`src/rtl/pbm_pkg.sv`:
```
package pbm_pkg;
  localparam logic [1:0] TRANS_IDLE   = 2'b00;
  localparam logic [1:0] TRANS_NONSEQ = 2'b10;
  localparam logic [2:0] RESP_OKAY    = 3'b000;
  localparam logic [2:0] BURST_SINGLE = 3'b000;

  typedef struct packed {
    logic driveAddr;   // request presented on the bus this cycle
    logic takeAddr;    // address phase accepted at this edge
    logic phaseEnd;    // outstanding data phase ends at this edge
    logic endErr;      // that end carries a non-OKAY response
    logic abortQ;      // an abort was taken at the previous edge
    logic dataActive;  // a data phase is outstanding
  } ctrlStrobes_t;
endpackage

```
`src/rtl/pbm_control.sv`:
```
module pbm_control
  import pbm_pkg::*;
(
  input  logic         clk,
  input  logic         rstN,
  input  logic         reqValid,
  input  logic         reqAbortOnErr,
  input  logic         busReady,
  input  logic [2:0]   busResp,
  output logic         reqReady,
  output logic [1:0]   busTrans,
  output ctrlStrobes_t st
);
  logic dataActive;
  logic abortQ;
  logic respErr;
  logic phaseEnd;
  logic slotFree;
  logic suppress;
  logic driveAddr;
  logic takeAddr;
  logic abortNow;

  assign respErr   = (busResp != RESP_OKAY);
  assign phaseEnd  = dataActive && busReady;
  assign slotFree  = !dataActive || busReady;
  // an abort-enabled request is withdrawn while an error response is shown
  assign suppress  = dataActive && respErr && reqAbortOnErr;
  assign driveAddr = reqValid && !suppress;
  assign takeAddr  = driveAddr && slotFree;
  assign abortNow  = reqValid && reqAbortOnErr && phaseEnd && respErr;

  assign reqReady  = takeAddr || abortNow;
  assign busTrans  = driveAddr ? TRANS_NONSEQ : TRANS_IDLE;

  always_ff @(posedge clk or negedge rstN) begin
    if (!rstN) begin
      dataActive <= 1'b0;
      abortQ     <= 1'b0;
    end else begin
      if (takeAddr)      dataActive <= 1'b1;
      else if (phaseEnd) dataActive <= 1'b0;
      abortQ <= abortNow;
    end
  end

  always_comb begin
    st.driveAddr  = driveAddr;
    st.takeAddr   = takeAddr;
    st.phaseEnd   = phaseEnd;
    st.endErr     = phaseEnd && respErr;
    st.abortQ     = abortQ;
    st.dataActive = dataActive;
  end

  // no request is consumed while a data phase waits
  a_r3_wait_blocks: assert property (@(posedge clk) disable iff (!rstN)
    (dataActive && !busReady) |-> !reqReady);

  // a waited data phase (including the first error cycle) stays outstanding
  a_r6_err_first_holds: assert property (@(posedge clk) disable iff (!rstN)
    (dataActive && !busReady) |=> dataActive);

  // the aborted request was never on the bus in its consuming cycle
  a_r9_abort_no_addr: assert property (@(posedge clk) disable iff (!rstN)
    abortQ |-> ($past(busTrans) == TRANS_IDLE));
endmodule

```
`src/rtl/pbm_datapath.sv`:
```
module pbm_datapath
  import pbm_pkg::*;
#(
  parameter int ADDR_W = 32,
  parameter int DATA_W = 32
) (
  input  logic              clk,
  input  logic              rstN,
  input  ctrlStrobes_t      st,
  input  logic              reqWrite,
  input  logic [ADDR_W-1:0] reqAddr,
  input  logic [2:0]        reqSize,
  input  logic [DATA_W-1:0] reqWdata,
  input  logic [DATA_W-1:0] busRdata,
  output logic [ADDR_W-1:0] busAddr,
  output logic [2:0]        busSize,
  output logic [2:0]        busBurst,
  output logic              busWrite,
  output logic [DATA_W-1:0] busWdata,
  output logic              cplValid,
  output logic              cplErr,
  output logic              cplAborted,
  output logic [DATA_W-1:0] cplRdata
);
  logic              dpWrite;
  logic [DATA_W-1:0] dpWdata;

  // address-phase signals follow the request while it is presented
  always_comb begin
    busAddr  = st.driveAddr ? reqAddr  : '0;
    busSize  = st.driveAddr ? reqSize  : '0;
    busWrite = st.driveAddr ? reqWrite : 1'b0;
    busBurst = BURST_SINGLE;
  end

  // data-phase register: captured when the address is accepted
  always_ff @(posedge clk or negedge rstN) begin
    if (!rstN) begin
      dpWrite <= 1'b0;
      dpWdata <= '0;
    end else if (st.takeAddr) begin
      dpWrite <= reqWrite;
      dpWdata <= reqWrite ? reqWdata : '0;
    end
  end

  assign busWdata = (st.dataActive && dpWrite) ? dpWdata : '0;

  // completion register: a data-phase end has precedence, abort follows a cycle later
  always_ff @(posedge clk or negedge rstN) begin
    if (!rstN) begin
      cplValid   <= 1'b0;
      cplErr     <= 1'b0;
      cplAborted <= 1'b0;
      cplRdata   <= '0;
    end else if (st.phaseEnd) begin
      cplValid   <= 1'b1;
      cplErr     <= st.endErr;
      cplAborted <= 1'b0;
      cplRdata   <= (st.endErr || dpWrite) ? '0 : busRdata;
    end else if (st.abortQ) begin
      cplValid   <= 1'b1;
      cplErr     <= 1'b0;
      cplAborted <= 1'b1;
      cplRdata   <= '0;
    end else begin
      cplValid   <= 1'b0;
      cplErr     <= 1'b0;
      cplAborted <= 1'b0;
      cplRdata   <= '0;
    end
  end

  // write data does not move while the data phase waits
  a_r7_wdata_hold: assert property (@(posedge clk) disable iff (!rstN)
    (st.dataActive && !st.phaseEnd) |=> $stable(busWdata));

  // error completions never expose read data
  a_r5_err_data_zero: assert property (@(posedge clk) disable iff (!rstN)
    (cplValid && cplErr) |-> (cplRdata == '0));

  // error and aborted are exclusive
  a_r10_kind_exclusive: assert property (@(posedge clk) disable iff (!rstN)
    $onehot0({cplErr, cplAborted}));

  // every completion has a cause at the previous edge
  a_r4_cpl_cause: assert property (@(posedge clk) disable iff (!rstN)
    cplValid |-> $past(st.phaseEnd || st.abortQ));
endmodule

```
`src/rtl/pipe_bus_master.sv`:
```
module pipe_bus_master
  import pbm_pkg::*;
#(
  parameter int ADDR_W = 32,
  parameter int DATA_W = 32
) (
  input  logic              clk,
  input  logic              rstN,
  input  logic              reqValid,
  output logic              reqReady,
  input  logic              reqWrite,
  input  logic [ADDR_W-1:0] reqAddr,
  input  logic [2:0]        reqSize,
  input  logic [DATA_W-1:0] reqWdata,
  input  logic              reqAbortOnErr,
  output logic              cplValid,
  output logic              cplErr,
  output logic              cplAborted,
  output logic [DATA_W-1:0] cplRdata,
  output logic [1:0]        busTrans,
  output logic [ADDR_W-1:0] busAddr,
  output logic [2:0]        busSize,
  output logic [2:0]        busBurst,
  output logic              busWrite,
  output logic [DATA_W-1:0] busWdata,
  input  logic              busReady,
  input  logic [2:0]        busResp,
  input  logic [DATA_W-1:0] busRdata
);
  ctrlStrobes_t st;

  pbm_control u_control (
    .clk           (clk),
    .rstN          (rstN),
    .reqValid      (reqValid),
    .reqAbortOnErr (reqAbortOnErr),
    .busReady      (busReady),
    .busResp       (busResp),
    .reqReady      (reqReady),
    .busTrans      (busTrans),
    .st            (st)
  );

  pbm_datapath #(.ADDR_W(ADDR_W), .DATA_W(DATA_W)) u_datapath (
    .clk        (clk),
    .rstN       (rstN),
    .st         (st),
    .reqWrite   (reqWrite),
    .reqAddr    (reqAddr),
    .reqSize    (reqSize),
    .reqWdata   (reqWdata),
    .busRdata   (busRdata),
    .busAddr    (busAddr),
    .busSize    (busSize),
    .busBurst   (busBurst),
    .busWrite   (busWrite),
    .busWdata   (busWdata),
    .cplValid   (cplValid),
    .cplErr     (cplErr),
    .cplAborted (cplAborted),
    .cplRdata   (cplRdata)
  );
endmodule

```
`config.mk`:
```
export PLATFORM = sky130hd
export DESIGN_NAME = pipe_bus_master
export DESIGN_NICKNAME = d
export VERILOG_FILES = /design/src/rtl/pbm_pkg.sv /design/src/rtl/pbm_control.sv /design/src/rtl/pbm_datapath.sv /design/src/rtl/pipe_bus_master.sv
export SDC_FILE = /design/constraint.sdc
export NUM_CORES = 1
export LEC_CHECK = 0
export BUFFER_PORTS_ARGS = -buffer_cell sky130_fd_sc_hd__buf_2
export CAP_MARGIN = 20
export CORE_UTILIZATION = 45
export CTS_CLUSTER_DIAMETER = 150
export DETAILED_ROUTE_END_ITERATION = 16
export PLACE_DENSITY = 0.86
export SYNTH_ARGS = -nofsm -noshare
export SYNTH_HDL_FRONTEND = slang
export SYNTH_HIERARCHICAL = 1
export SYNTH_SLANG_ARGS = --single-unit
```
`constraint.sdc`:
```
create_clock -name clk -period 3.1 [get_ports clk]
set_clock_uncertainty 0.05 [all_clocks]
set_input_delay 0.465 -clock clk [delete_from_list [all_inputs] [get_ports clk]]
set_output_delay 0.465 -clock clk [all_outputs]
set_load 0.05 [all_outputs]
```
==> reports/qor.yml <==
grt:
  grt_usage_pct: 22.4
  grt_antenna_before_repair: 0
  grt_pass1_wl_um: 12600
  first_global_vias: 2656
  grt_start_max_net_pins: 44
  grt-ovfl-total: 0
synth:
  avgSynthCellArea_um2: 9.92
  ys_seq_elements: 70
  synthDistinctLibCells: 20
  syn_area_mm2: 0.00314
  netlist.area_leader.share_pct: 55.9
  yosys.area.top_type: "dfrtp_1"
  synth_area_leaders: "dfrtp_1 56%, and2_1 14%, and3_1 6.6%"
  syn_inst: 316
  synth-seq-area-share_pct: 55.9
  yosys_warnings: 6
timing:
  worst_pin_slew_ns: 0.909
  rsz0062_at_grt: "false"
  relSlewSlack_pct: 39.4
  fin_crit_ns: 2.37
  clock.fmax_mhz: 423
  whs_ns: 0.0965
  fin_crit_sh_pct: 76.3
  tns_ns: 0
  drv_slew: 0
  finalHoldViolations: 0
  setup_viol: 0
pwr:
  powerDensity_mw_per_mm2: 566
  power.total_w: 0.00248
  vdd_drop_max_uv: 231
  power_leakage_nw: 2.66
routing:
  initialDrtViolationCount: 76
  drc: 0
  wire_per_inst_um: 13.4
  antenna_left: 0
  first_pass_iters: 4
  routed_wirelength_um: 8080
  vias: 2848
  vias_per_cell: 4.74
setup_path:
  crit_required_ns: 2.58
  worst-path-max-fanout: 34
  critPathKind: "reg2out"
  slowest_stage: "dfrtp_1"
  reg2reg_from: "u_datapath/dpWrite"
  endpoint_kind: "output port"
  rr_endpoint: "u_datapath/cplRdata[30]"
  start_kind: "register"
  cpPeakStageDelay_ns: 0.94
  critPathArrivalTime_ns: 1.85
  ff2ff_setup_slack_ns: 1.12
  worstRegToRegCells: 2
  path_cells: "and3_1, buf_2"
cells_and_area:
  fill_cells: 565
  register_area_mm2: 0.00175
  layout_commonest_cell: "buf_2"
  multi_input_area_mm2: 0.00108
  area_growth_pct: 39.7
  fin_area_mm2: 0.00438
  nets: 624
  antenna_cells: 0
  final_cell_mix: "212 x buf_2, 71 x and2_1, 70 x dfrtp_1, 33 x and3_1, 33 x inv_1"
  drive_above_1_share_pct: 45.9
  fin_cells: 601
worst_hold_path:
  hold_class: "in2async"
floorplan:
  die_x_um: 85.5
  rows: 30
  initial_core_util_pct: 46.4
  pin_count: 217
  core_mm2: 0.00676
  dieArea_mm2: 0.00731
  die_y_um: 85.5
clock_network:
  cts_tree: "yes"
  cts_sinks: 70
  clock_path_buffers: 2
  ctsResizeCount: 0
  cts-root-buf: "clkbuf_8"
  htreeDepth: 3
  cts.clk_slew.worst_paths_ns: 0.07
  cts-buffers-inserted: 9
  cts_setup_buffers: 0
  clock_latency_ns: 0.33
  cts-hold-fix-buffers: 0
placement:
  numPortBuffers: 212
  routabilityCongestion: 0.795
  dp.cells: 585
  postPlaceCellArea_mm2: 0.00418
  hpwlAfterDp_um: 6100
flow_run:
  cap_viol_max_count: 0
run_status:
  outcome: "completed"
[where the power goes]
part	leakage (nW)	switching (W)	internal, W
sequential	0.933	0.0000595	0.00100
combinational	1.62	0.000494	0.000195
clock	0.106	0.000315	0.000412
[critical path: cells and delay by family (launching register included)]
kind / cells / cell delay (ns)
DFF: 1 / 0.94
and+or+nand+nor: 1 / 0.31
buffers and inverters: 1 / 0.27
[how the worst max path moves through the flow]
stage,startpoint,to,slack [ns]
final,u_datapath/dpWrite,busWdata[7],0.73
after global routing,u_datapath/dpWrite,busWdata[7],0.62
after CTS,u_datapath/dpWrite,busWdata[11],0.76
after detailed placement,busResp[1],busAddr[14],0.81
after global placement,busResp[1],busAddr[23],0.86
after floorplan,busResp[1],busAddr[10],0.84
[synthesized netlist by cell type]
master and count:
or2_2 1, nor2_1 1, o21ai_1 1, inv_1 33, nand2b_1 1, o21ai_0 32, o311a_1 2, conb_1 2
clkbuf_1 14, and2_1 71, and3_1 33, nor3b_2 1, nand3_1 32, mux2_2 1, nor2b_1 1, buf_6 3
buf_2 6, nor3b_4 1, dfrtp_1 70, buf_4 10
[per-stage QoR]
stage	setup slack, ns	util, %
6_report	0.734	64.8
5_1_grt	0.621	64.8
4_1_cts	0.764	64.8
3_5_place_dp	0.812	61.9
3_3_place_gp	0.858	61.9
2_1_floorplan	0.843	-
[final cells by class]
cell class              instances  share of cell area (%)
inverters                      33                    2.83
clock buffers                  12                    3.54
well taps                      80                    2.29
clock inverters                 4                    1.03
flip-flops and latches         70                    40.0
multi-input cells             182                    24.7
repair buffers                220                    25.6
[cell families after synthesis]
| kind of cell | after synthesis | synth area share (%) |
|---|---|---|
| multiplexers | 1 | 0.359 |
| AO/OA/AOI/OAI | 35 | 5.91 |
| buffers and inverters | 66 | 10.1 |
| flip-flops | 70 | 55.9 |
| AND/OR/NAND/NOR | 142 | 27.6 |
| other | 2 | 0.240 |
[registers in the layout, indices dropped and copies added, names as in the netlist]
register and flops:
u_control/abortQ 1, u_datapath/cplRdata 32, u_datapath/cplAborted 1, u_datapath/cplValid 1
u_control/dataActive 1, u_datapath/dpWdata 32, u_datapath/dpWrite 1, u_datapath/cplErr 1
[metal layers]
metal,vias up,wire length (um),GRT usage [%]
li1,1390,-,-
met1,1315,3210,26.6
met2,126,4220,39.4
met3,17,486,3.99
met4,0,166,10.6
met5,-,0,0
Power figures use the tool's default switching activity.
